`config.mk`:
```
export PLATFORM = sky130hd
export DESIGN_NAME = uart_frame_codec
export DESIGN_NICKNAME = d
export VERILOG_FILES = /design/src/rtl/uart_frame_pkg.sv /design/src/rtl/ufc_packer.sv /design/src/rtl/ufc_checker.sv /design/src/rtl/ufc_timer.sv /design/src/rtl/uart_frame_codec.sv
export SDC_FILE = /design/constraint.sdc
export NUM_CORES = 1
export LEC_CHECK = 0
export BUFFER_PORTS_ARGS = -buffer_cell sky130_fd_sc_hd__buf_2
export CORE_ASPECT_RATIO = 1.4
export CORE_MARGIN = 2
export CORE_UTILIZATION = 58
export CTS_CLUSTER_DIAMETER = 50
export DETAILED_ROUTE_END_ITERATION = 7
export PLACE_DENSITY = 0.84
export SYNTH_ARGS = -nofsm -noshare
export SYNTH_HDL_FRONTEND = slang
export SYNTH_SLANG_ARGS = --single-unit
```
`constraint.sdc`:
```
create_clock -name clk -period 0.8 [get_ports clk]
set_input_delay 0.16 -clock clk [delete_from_list [all_inputs] [get_ports clk]]
set_output_delay 0.16 -clock clk [all_outputs]
set_load 0.01 [all_outputs]
```
`src/rtl/uart_frame_pkg.sv`:
```
package uart_frame_pkg;
  localparam int UFC_DATA_W  = 8;
  localparam int UFC_MIN_W   = 5;
  localparam int UFC_FRAME_W = UFC_DATA_W + 3;
  localparam int UFC_IDX_W   = $clog2(UFC_FRAME_W + 1);
  localparam int UFC_DIV_W   = 16;
  localparam int UFC_UNIT_W  = $clog2(2 * (UFC_FRAME_W + 1) + 1);

  // word length from the two select bits
  function automatic logic [UFC_IDX_W-1:0] ufc_word_len(input logic [1:0] wlen);
    return UFC_IDX_W'(UFC_MIN_W) + UFC_IDX_W'(wlen);
  endfunction

  // stop interval in half-bit units
  function automatic logic [2:0] ufc_stop_halves(input logic [1:0] wlen, input logic two);
    if (!two)            return 3'd2;
    else if (wlen == 2'd0) return 3'd3;
    else                 return 3'd4;
  endfunction

  // parity bit value to place after the data
  function automatic logic ufc_par_bit(input logic data_xor, input logic stick, input logic even);
    if (stick) return 1'b1;
    return even ? data_xor : ~data_xor;
  endfunction
endpackage

```
`src/rtl/ufc_packer.sv`:
```
module ufc_packer
  import uart_frame_pkg::*;
#(
  parameter int DATA_W  = UFC_DATA_W,
  parameter int FRAME_W = UFC_FRAME_W,
  parameter int IDX_W   = UFC_IDX_W
) (
  input  logic [1:0]         wlen,
  input  logic               par_en,
  input  logic               stick,
  input  logic               even,
  input  logic               two_stop,
  input  logic [DATA_W-1:0]  data,
  output logic [FRAME_W-1:0] frame,
  output logic [IDX_W-1:0]   bits
);
  logic [IDX_W-1:0]  n;
  logic [DATA_W-1:0] mask;
  logic [DATA_W-1:0] kept;
  logic              pbit;
  logic [IDX_W-1:0]  pos;

  assign n = ufc_word_len(wlen);

  for (genvar g = 0; g < DATA_W; g++) begin : g_mask
    assign mask[g] = (n > IDX_W'(g));
  end

  assign kept = data & mask;
  assign pbit = ufc_par_bit(^kept, stick, even);

  always_comb begin
    frame = '0;
    frame[DATA_W-1:0] = kept;
    pos = n;
    if (par_en) begin
      frame[pos] = pbit;
      pos = pos + IDX_W'(1);
    end
    frame[pos] = 1'b1;
    if (two_stop) frame[pos + IDX_W'(1)] = 1'b1;
    bits = pos + IDX_W'(1) + IDX_W'(two_stop);
  end
endmodule

```
`src/rtl/ufc_checker.sv`:
```
module ufc_checker
  import uart_frame_pkg::*;
#(
  parameter int DATA_W  = UFC_DATA_W,
  parameter int FRAME_W = UFC_FRAME_W,
  parameter int IDX_W   = UFC_IDX_W
) (
  input  logic [1:0]         wlen,
  input  logic               par_en,
  input  logic               stick,
  input  logic               even,
  input  logic               two_stop,
  input  logic [FRAME_W-1:0] frame,
  output logic [DATA_W-1:0]  data,
  output logic               par_err,
  output logic               frm_err
);
  logic [IDX_W-1:0]  n;
  logic [IDX_W-1:0]  spos;
  logic [DATA_W-1:0] mask;
  logic              pbit;
  logic              sum;

  assign n = ufc_word_len(wlen);

  for (genvar g = 0; g < DATA_W; g++) begin : g_mask
    assign mask[g] = (n > IDX_W'(g));
  end

  assign data = frame[DATA_W-1:0] & mask;
  assign pbit = frame[n];
  assign sum  = (^data) ^ pbit;

  always_comb begin
    if (!par_en)    par_err = 1'b0;
    else if (stick) par_err = ~pbit;
    else            par_err = even ? sum : ~sum;
  end

  assign spos    = n + IDX_W'(par_en);
  assign frm_err = ~frame[spos] | (two_stop & ~frame[spos + IDX_W'(1)]);
endmodule

```
`src/rtl/ufc_timer.sv`:
```
module ufc_timer
  import uart_frame_pkg::*;
#(
  parameter int DIV_W  = UFC_DIV_W,
  parameter int IDX_W  = UFC_IDX_W,
  parameter int UNIT_W = UFC_UNIT_W,
  localparam int DUR_W = DIV_W + UNIT_W
) (
  input  logic [1:0]       wlen,
  input  logic             par_en,
  input  logic             two_stop,
  input  logic [DIV_W-1:0] divisor,
  output logic [DUR_W-1:0] half_len
);
  logic [IDX_W-1:0]  n;
  logic [UNIT_W-1:0] units;

  assign n     = ufc_word_len(wlen);
  assign units = UNIT_W'({n, 1'b0}) + UNIT_W'(2) + UNIT_W'({par_en, 1'b0})
               + UNIT_W'(ufc_stop_halves(wlen, two_stop));
  assign half_len = DUR_W'(divisor) * DUR_W'(units);
endmodule

```
`src/rtl/uart_frame_codec.sv`:
```
module uart_frame_codec
  import uart_frame_pkg::*;
#(
  parameter int DATA_W  = UFC_DATA_W,
  parameter int DIV_W   = UFC_DIV_W,
  localparam int FRAME_W = DATA_W + 3,
  localparam int IDX_W   = $clog2(FRAME_W + 1),
  localparam int UNIT_W  = $clog2(2 * (FRAME_W + 1) + 1),
  localparam int DUR_W   = DIV_W + UNIT_W
) (
  input  logic               clk,
  input  logic               rst_n,
  input  logic [1:0]         lc_wlen,
  input  logic               lc_par_en,
  input  logic               lc_stick,
  input  logic               lc_even,
  input  logic               lc_two_stop,
  input  logic [DIV_W-1:0]   div_val,
  input  logic [DATA_W-1:0]  tx_byte,
  input  logic [FRAME_W-1:0] rx_frame,
  output logic [FRAME_W-1:0] tx_frame,
  output logic [IDX_W-1:0]   tx_bits,
  output logic [DATA_W+1:0]  rx_result,
  output logic [DUR_W-1:0]   char_half
);
  // named internal results, visible to the bound checker
  logic [FRAME_W-1:0] pk_frame;
  logic [IDX_W-1:0]   pk_bits;
  logic [DATA_W-1:0]  ck_data;
  logic               ck_perr;
  logic               ck_ferr;
  logic [DUR_W-1:0]   tm_half;

  ufc_packer #(.DATA_W(DATA_W), .FRAME_W(FRAME_W), .IDX_W(IDX_W)) u_packer (
    .wlen(lc_wlen), .par_en(lc_par_en), .stick(lc_stick), .even(lc_even),
    .two_stop(lc_two_stop), .data(tx_byte), .frame(pk_frame), .bits(pk_bits)
  );

  ufc_checker #(.DATA_W(DATA_W), .FRAME_W(FRAME_W), .IDX_W(IDX_W)) u_checker (
    .wlen(lc_wlen), .par_en(lc_par_en), .stick(lc_stick), .even(lc_even),
    .two_stop(lc_two_stop), .frame(rx_frame), .data(ck_data),
    .par_err(ck_perr), .frm_err(ck_ferr)
  );

  ufc_timer #(.DIV_W(DIV_W), .IDX_W(IDX_W), .UNIT_W(UNIT_W)) u_timer (
    .wlen(lc_wlen), .par_en(lc_par_en), .two_stop(lc_two_stop),
    .divisor(div_val), .half_len(tm_half)
  );

  always_ff @(posedge clk or negedge rst_n) begin
    if (!rst_n) begin
      tx_frame  <= '0;
      tx_bits   <= '0;
      rx_result <= '0;
      char_half <= '0;
    end else begin
      tx_frame  <= pk_frame;
      tx_bits   <= pk_bits;
      rx_result <= {ck_ferr, ck_perr, ck_data};
      char_half <= tm_half;
    end
  end
endmodule

```
==> impl_metrics.toml, run 1 <==
[synthesis]
postSynth.asyncResetShare_pct = 100
yosysSeqAreaShare_pct = 23.7
ys_warn_count = 0
yosysTopAreaCell = "dfrtp_1"
synth-edff-count = 0
synthTopCellsByArea = "dfrtp_1 (24%), fa_1 (18%), ha_1 (13%)"
synth_fp_nets = 639
syn_area_sq_um = 4860
syn_inst = 501
ys_ff_latch = 46
synth_flop_cell = "dfrtp_1"
synth.avg_cell_area_sq_um = 9.71
synth.distinct_cells = 54
synth.top_cell.area_share_pct = 23.7

[outcome]
outcome = "did not finish"
lastStage = "5_1_grt"
error_line = "[ERROR GRT-0232] Routing congestion too high. Check the congestion heatmap in the GUI."

[cts]
cts_sinks = 46
cts-root-buf = "clkbuf_16"
numCtsBuffers = 5
cts_buffer_depth = 2
cts_max_level = 2

[timing]
repair-timing-grt-worst-ep = "char_half[20]$_DFF_PN0_/D"
endpoint_type = "register data pin"

[placed_design]
place_hpwl_um = 11000
numPortBuffers = 88
place_area_sq_um = 6640
routabilityCongestion = 0.912

[floorplanning]
top_level_ports = 89
die_w_um = 81.4
row_count = 39
initial_utilization_pct = 59.7
die_y_um = 112

[global_routing]
gr-usage-all-layers_pct = 71.5
grt.overflow.total = 2
grt_max_degree = 47
==> layer usage <==
| metal | track usage (%) | GRT overflow |
|---|---|---|
| met5 | 15.3 | 0 |
| met4 | 67.5 | 1 |
| met3 | 57.1 | 0 |
| met2 | 87.0 | 1 |
| met1 | 72.8 | 0 |
==> logic make-up after synthesis <==
logic type | Yosys count | share of synthesized area, %
fa+ha+maj | 95 | 31.2
simple gates | 147 | 16.5
buf+inv | 83 | 6.58
compound gates | 86 | 12.2
mux | 8 | 2.70
xor+xnor | 36 | 7.05
flops | 46 | 23.7
==> timing repair <==
action / CTS
hold buffers: 1
pin swaps: 52
resized for setup: 81
setup buffers: 15
endpoints found under the hold margin: 46
setup endpoints to repair: 86
cloned: 1
==> per-stage QoR <==
stage	utilization (%)	hold WS (ps)	setup slack, ps	cells
4_1_cts	89.9	25.6	-4300	831
3_5_place_dp	81.5	158	-4950	807
3_3_place_gp	81.5	153	-4730	807
2_1_floorplan	-	-136	-4410	501
==> synth_stat cells, types with 5 or more instances <==
master and count:
nand2_1 39, xnor2_1 26, inv_1 72, clkbuf_1 8
dfrtp_1 46, and3_1 6, ha_1 51, and2_1 59
nor3_1 7, a221o_1 6, xor2_1 8, fa_1 44
nor2_1 12, o21ai_0 16, a21oi_1 22, nor2b_1 5
a21o_1 8
==> run 2: changes to the inputs <==
- CORE_ASPECT_RATIO: 1.4 -> unset
- CORE_UTILIZATION: 58 -> 40
- CTS_CLUSTER_DIAMETER: 50 -> unset
- PLACE_DENSITY: 0.84 -> unset
- PLACE_DENSITY_LB_ADDON: unset -> 0.15
==> impl_metrics.toml, run 2 <==
[synthesis]
postSynth.asyncResetShare_pct = 100
synth_fp_nets = 639
yosysMostFrequentCell = "inv_1"
synth.avg_cell_area_sq_um = 9.71
synth-edff-count = 0
ys_warn_count = 0
yosysTopAreaCell = "dfrtp_1"
syn_inst = 501
synthTopCellsByArea = "dfrtp_1 (24%), fa_1 (18%), ha_1 (13%)"
syn_area_sq_um = 4860
synth_flop_cell = "dfrtp_1"
synth.top_cell.area_share_pct = 23.7
yosysSeqAreaShare_pct = 23.7
synthTopCellsByCount = "inv_1 (72), and2_1 (59), ha_1 (51), dfrtp_1 (46), fa_1 (44)"
synth.distinct_cells = 54
ys_ff_latch = 46

[timing]
holdWs_ps = 100
layout_min_cycle_time_ps = 5170
max_freq_mhz = 193
period_share_pct = 646
slew_headroom_pct = 56.1
worst_pin_slew_ps = 653
setup_viol = 85
report.final.slew_viol_count = 0
fin_ws_ps = -4370
final_hold_viol_count = 0
rsz0062_at_grt = "true"

[floorplanning]
dieArea_sq_um = 13100
top_level_ports = 89
die_y_um = 114
core_region_area_sq_um = 12000
initial_utilization_pct = 40.7
row_count = 40
die_w_um = 114

[layout]
syn2layout_area_growth_pct = 59.5
nets = 886
n_antenna_cell = 0
fin_area_sq_um = 7760
final_common_cell = "buf_4"
regMostFlops = "char_half"
largest_reg_flops = 21
final_cell_mix = "buf_4 (136), buf_2 (86), inv_1 (56), dfrtp_1 (46)"
reg_top3 = "char_half (21), tx_frame (11), rx_result (10)"
layout.cells.non_filler = 896
drive_above_1_share_pct = 51.1

[run]
drv_cap = 0

[cts]
cts_tree = "done"
clk_pin_slew_ps = 60
cts-root-buf = "clkbuf_16"
cts_sinks = 46
cts_max_level = 2
numCtsBuffers = 5
cts_buffer_depth = 2

[pwr]
powerDensity_nw_per_um2 = 3130
power.leakage_nw = 3.85
irDropWorstVdd_uv = 2650

[placed_design]
routabilityCongestion = 0.817
place_hpwl_um = 10000
numPortBuffers = 88
dpl.cell_count = 860
place_area_sq_um = 6760

[worst_setup_path]
crit_arrival_ps = 5350
crit_path_end_kind = "flip-flop"
required_ps = 980
path_class = "input port to flip-flop"
critPathLaunchType = "input port"
crit_fanout = 7

[global_routing]
grt_max_degree = 47
gr-usage-all-layers_pct = 20.6
grt_pass1_vias = 4593
grt_pass1_wl_um = 21600
grt.overflow.total = 0
grt_antenna_before_repair = 0

[drt]
wire_per_inst_um = 14.9
postRouteAntennaNets = 0
drtIter0Drc = 164
wirelength_um = 13300
vias_per_cell = 4.96
route.detailed.drc = 0
num_vias = 4442
drt_pass1_iterations = 4

[outcome]
outcome = "finished with violations"
violations = "setup timing"

[hold_path]
hp-class = "input port to flip-flop"
hold_depth = 2
## run 2: cell counts after synthesis
No cell type changed its count.
## run 2: final timing paths
path	start	end	slack (ps)
hold / removal	rx_frame[0]	rx_result[0]$_DFF_PN0_	100
max in group asynchronous	rst_n	rx_result[5]$_DFF_PN0_	190
min in group asynchronous	rst_n	char_half[7]$_DFF_PN0_	380
setup / recovery	lc_wlen[0]	char_half[20]$_DFF_PN0_	-4370
## run 2: kinds of logic (layout without fill, tap and decap cells)
kind of cell | after synthesis | in the layout | share of synthesized area (%)
muxes | 8 | 8 | 2.70
AOI/OAI and AO/OA | 86 | 86 | 12.2
xor gates and xnor gates | 36 | 37 | 7.05
DFF | 46 | 46 | 23.7
and+or+nand+nor | 147 | 147 | 16.5
adders and majority gates | 95 | 95 | 31.2
buffers and inverters | 83 | 330 | 6.58
## run 2: critical path: stages
cell	delay [ps]
buf_8	80
clkinvlp_4	90
ha_4	170
nand2b_4	130
fa_1	490
inv_2	40
ha_4	260
a21o_1	160
a21oi_4	70
buf_6	130
xnor2_4	290
and2_4	210
fa_1	420
fa_1	490
inv_1	50
fa_1	490
inv_2	50
ha_4	260
buf_4	140
nand2_4	70
o21ai_4	80
a221oi_4	440
a31oi_4	160
buf_6	150
a311o_1	240
## run 2: cell type report
class / count / area, sq um
fill: 981 / 4200
multi-input combinational: 373 / 4180
timing repair buffer: 250 / 1810
sequential: 46 / 1150
inverter: 72 / 274
tap: 147 / 184
clock buffer: 7 / 153
clock inverter: 1 / 8.76
## run 2: what timing repair did
action	4_1_cts	5_1_grt
endpoints found under the hold margin	46	0
gates cloned	2	1
hold buffers	1	0
gates resized for setup	92	36
pin swaps	62	42
buffers inserted	18	8
setup endpoints to repair	86	86
## run 2: metal layers
| layer | wire [um] | GRT usage, % | part of all wire, % | up-vias |
|---|---|---|---|---|
| met4 | 353 | 6.67 | 2.6 | 0 |
| met5 | 0 | 0 | 0 | - |
| met2 | 7180 | 38.4 | 54 | 81 |
| met3 | 257 | 1.59 | 1.9 | 26 |
| li1 | - | - | - | 2153 |
| met1 | 5550 | 25.2 | 42 | 2182 |
## run 2: metrics by stage
stage	power, mW	setup slack [ps]	TNS, ps	utilization (%)
final	24.3	-4370	-100890	64.9
after global routing	26.4	-4550	-106050	64.9
after CTS	22.8	-4380	-100550	62.9
after detailed placement	18.2	-4940	-113590	56.5
after global placement	17.8	-4760	-111390	56.5
after floorplan	13.0	-4410	-97400	-
## run 2: power breakdown
part	leakage (nW)	switching, mW	internal (mW)
logic	3.22	9.07	9.76
registers	0.554	0.163	3.06
clock network	0.0801	0.903	1.34
No activity file was read; power rests on OpenSTA's default activity.
==> run 3: changes to the inputs <==
- BUFFER_PORTS_ARGS: -buffer_cell sky130_fd_sc_hd__buf_2 -> -buffer_cell sky130_fd_sc_hd__clkbuf_2
- CORE_UTILIZATION: 40 -> 58
==> impl_metrics.toml, run 3 (synthesized netlist as in run 2, its figures left out) <==
[outcome]
outcome = "finished with violations"
violations = "setup timing"

[drt]
wirelength_um = 23000
drtIter0Drc = 645
drt_pass1_iterations = 8
wire_per_inst_um = 26.8
vias_per_cell = 6.73
route.detailed.drc = 0
num_vias = 5764
postRouteAntennaNets = 0

[floorplanning]
die_y_um = 95.6
row_count = 33
initial_utilization_pct = 59.5
dieArea_sq_um = 9140
core_region_area_sq_um = 8180
top_level_ports = 89
die_w_um = 95.6

[timing]
holdWs_ps = 62.4
tns_ps = -113700
report.final.slew_viol_count = 0
rsz0062_at_grt = "true"
fin_ws_ps = -4740
period_share_pct = 692
setup_viol = 86
final_hold_viol_count = 0
worst_pin_slew_ps = 655
layout_min_cycle_time_ps = 5540
slew_headroom_pct = 56.0
max_freq_mhz = 181

[pwr]
irDropWorstVdd_uv = 4640
powerDensity_nw_per_um2 = 3550
power.leakage_nw = 3.87

[worst_setup_path]
crit_chain = "buf_8 > clkinvlp_4 > ha_4 > nand2b_4 > fa_1 > inv_2 > ha_4 > a21o_1 > a21oi_4 > xnor2_4 > and2_4 > fa_1 > fa_1 > inv_1 > fa_1 > inv_2 > ha_4 > and4_4 > nor3b_4 > buf_4 > o211ai_1 > a21oi_1 > o221ai_2 > xnor2_1"
cpPeakStageDelay_ps = 560
critPathLaunchType = "input port"
slowest_stage = "fa_1"
cpMostUsedCell = "fa_1"
crit_fanout = 6
path_class = "input port to flip-flop"
crit_path_end_kind = "flip-flop"
required_ps = 1050
crit_arrival_ps = 5790

[cts]
cts_max_level = 2
numCtsBuffers = 5
cts-root-buf = "clkbuf_8"
cts_tree = "done"
cts_sinks = 46
cts_buffer_depth = 2
clk_pin_slew_ps = 100

[global_routing]
use_met1_pct = 45.9
gr-usage-all-layers_pct = 39.9
grt_pass1_wl_um = 27700
grt-busiest-layer = "met2"
grt_max_degree = 47
use_met3_pct = 7.04
grt_pass1_vias = 5416
grt.overflow.total = 0
grt_antenna_before_repair = 0
use_met2_pct = 69.9

[placed_design]
numPortBuffers = 88
pre_cts_ws_ps = -4920
routabilityCongestion = 0.904
place_hpwl_um = 10400
dpl.cell_count = 817

[layout]
final_common_cell = "buf_4"
final_cell_mix = "buf_4 (138), clkbuf_2 (83), inv_1 (53), dfrtp_1 (46), and2_1 (40)"
largest_reg_flops = 21
n_fill_cell = 256
nets = 889
n_antenna_cell = 0
syn2layout_area_growth_pct = 58.1
layout.cells.non_filler = 857
drive_above_1_share_pct = 52.4
regMostFlops = "char_half"
reg_top3 = "char_half (21), tx_frame (11), rx_result (10)"

[hold_path]
hp-class = "input port to flip-flop"

[run]
drv_cap = 0
==> run 3: worst paths after layout <==
check                            start  cells past startpoint                       to
worst min-delay path       rx_frame[3]                      2   rx_result[3]$_DFF_PN0_
max in group asynchronous        rst_n                      3   rx_result[6]$_DFF_PN0_
worst max-delay path        lc_wlen[0]                     24  char_half[19]$_DFF_PN0_
min in group asynchronous        rst_n                      3   char_half[7]$_DFF_PN0_
==> run 3: power breakdown <==
part | internal [mW] | leakage (nW) | switching [mW] | total [mW]
Clock | 0.795 | 0.0544 | 0.962 | 1.76
Combinational | 10.5 | 3.26 | 11.6 | 22.2
Sequential | 3.06 | 0.554 | 0.284 | 3.35
Total | 14.4 | 3.87 | 12.9 | 27.3
==> run 3: layer usage <==
metal | up-vias | part of all wire, %
met5 | - | 0
met4 | 0 | 12
met3 | 270 | 11
met2 | 610 | 46
li1 | 2168 | -
met1 | 2716 | 32
==> run 3: stage by stage <==
step                utilization, %  total power [mW]  instance area, sq um
finish                        94.0              27.3                  7690
global route                  94.0              28.3                  7690
CTS                           89.7              22.1                  7330
detailed placement            81.8              18.4                  6680
global placement              81.8              17.6                  6680
floorplan                        -              13.0                  5160
==> run 3: final cells by class <==
type / instances / area (sq um) / share of cell area, %
clock buffer: 7 / 96.3 / 1.25
clock inverter: 1 / 8.76 / 0.114
inverter: 72 / 277 / 3.60
multi-input combinational: 373 / 4170 / 54.2
sequential: 46 / 1150 / 15.0
tap: 105 / 131 / 1.71
timing repair buffer: 253 / 1860 / 24.1
==> run 3: worst max-delay path: cells and delay by family <==
family                     cells  cell delay [ps]
adders and majority gates      7             2790
AOI/OAI and AO/OA              5             1060
and+or+nand+nor                4              840
buffers and inverters          6              540
xor gates and xnor gates       2              380
==> run 3: timing repair <==
| action | 4_1_cts | 5_1_grt |
|---|---|---|
| endpoints found under the hold margin | 46 | 0 |
| resized for setup | 65 | 71 |
| hold buffers | 1 | 0 |
| setup buffers | 23 | 15 |
| setup endpoints to repair | 87 | 87 |
| gates cloned | 1 | 0 |
| pin swaps | 62 | 45 |
==> run 4: changes to the inputs <==
- CORE_UTILIZATION: 58 -> 62
- TNS_END_PERCENT: unset -> 100
- clock period: 0.8 -> 6.5 ns (I/O delays scaled with it)
==> impl_metrics.toml, run 4 (synthesized netlist as in run 2, its figures left out) <==
[outcome]
outcome = "finished clean"

[pwr]
p_int_mw = 1.26
pwr-share-seq_pct = 17.3
power_mw = 2.29
power_frac_comb_pct = 74.4
power.leakage_nw = 3.14
switching_share_pct = 45.0
irDropWorstVdd_uv = 385
pwr-share-clk_pct = 8.3
powerDensity_nw_per_um2 = 377
switching_power_mw = 1.03

[floorplanning]
initial_utilization_pct = 63.6
core_region_area_sq_um = 7650
row_count = 32
die_w_um = 92.6
dieArea_sq_um = 8570
top_level_ports = 89
die_y_um = 92.6

[worst_setup_path]
crit_path_end_kind = "flip-flop"
critPathLaunchType = "input port"
cp_top_family = "adder cells"
required_ps = 6710
cpPeakStageDelay_ps = 550
slowest_stage = "fa_1"
cp_num_buf_inv = 6
crit_arrival_ps = 6550
path_class = "input port to flip-flop"
crit_fanout = 6
crit_chain = "clkbuf_2 > inv_1 > ha_2 > nand2b_4 > fa_1 > inv_1 > ha_4 > a21o_1 > a21oi_4 > xnor2_4 > and2_1 > fa_1 > fa_1 > inv_1 > fa_1 > inv_1 > ha_1 > nand2_1 > o21ai_0 > a221oi_2 > buf_4 > a31oi_4 > nor4_1 > a311o_1"

[global_routing]
grt_pass1_wl_um = 18300
grt_max_degree = 47
grt_antenna_before_repair = 0
grt.overflow.total = 0
grt_pass1_vias = 3961
gr-usage-all-layers_pct = 27.1

[layout]
final_cell_mix = "clkbuf_2 (88), inv_1 (72), and2_1 (55), dfrtp_1 (46), buf_4 (45)"
nets = 769
drive_above_1_share_pct = 28.6
seqCellArea_sq_um = 1150
reg_top3 = "char_half (21), tx_frame (11), rx_result (10)"
final_common_cell = "clkbuf_2"
regMostFlops = "char_half"
n_fill_cell = 515
largest_reg_flops = 21
multi_input_area_sq_um = 3640
syn2layout_area_growth_pct = 24.5
layout.cells.non_filler = 734
n_antenna_cell = 0

[timing]
slew_headroom_pct = 51.0
tns_ps = 0
setup_viol = 0
worst_pin_slew_ps = 730
final_hold_viol_count = 0
layout_min_cycle_time_ps = 6350
period_share_pct = 97.6
max_freq_mhz = 158
holdWs_ps = 1040
report.final.slew_viol_count = 0

[drt]
wire_per_inst_um = 15.7
vias_per_cell = 5.55
route.detailed.drc = 0
drtIter0Drc = 308
num_vias = 4072
drt_pass1_iterations = 5
wirelength_um = 11500
postRouteAntennaNets = 0

[placed_design]
place_hpwl_um = 8810
dpl.cell_count = 724
numPortBuffers = 88
routabilityCongestion = 0.898

[cts]
cts_max_level = 2
cts_buffer_depth = 2
numCtsBuffers = 5
cts_tree = "done"
clk_pin_slew_ps = 110
cts-root-buf = "clkbuf_8"
cts_sinks = 46
hold_buffers = 0

[run]
drv_cap = 0

[hold_path]
hp-class = "input port to asynchronous set/reset pin"
==> run 4: layout make-up <==
cell class,instances,share of cell area (%)
Multi-Input combinational cell,373,60.2
Sequential cell,46,19.0
Timing Repair Buffer,133,12.8
Inverter,72,4.46
Tap cell,102,2.11
Clock buffer,6,1.20
Clock inverter,2,0.227
==> run 4: path summary, 6_finish.rpt <==
check,start,cells after the start,to
min in group clk,rx_frame[1],1,rx_result[1]$_DFF_PN0_
min,rst_n,2,char_half[10]$_DFF_PN0_
max,lc_wlen[0],24,char_half[20]$_DFF_PN0_
max in group asynchronous,rst_n,2,tx_frame[6]$_DFF_PN0_
==> run 4: timing repair <==
action,CTS,global route
setup endpoints to repair,0,7
setup buffers,0,1
resized for setup,0,22
==> run 4: power by group through the flow <==
stage                     logic [mW]  clock network, mW  registers [mW]
after floorplan                 1.01                  0           0.445
after global placement          1.51                  0           0.402
after detailed placement        1.57                  0           0.403
after CTS                       1.59              0.192           0.398
after global routing            1.90              0.204           0.404
final                           1.70              0.189           0.396
==> run 4: per-stage QoR <==
step,worst slack (ps),util [%],cell area [sq um]
finish,154,79.2,6060
global route,-68.9,79.2,6060
CTS,33.7,77.3,5910
detailed placement,-280,76.2,5830
global placement,-174,76.2,5830
floorplan,2.02,-,4990
==> run 4: per-layer routing <==
layer,global-route usage (%),part of all wire [%]
met5,0,0
met4,7.84,1.3
met3,5.04,6.9
met2,45.4,51
met1,36.1,41
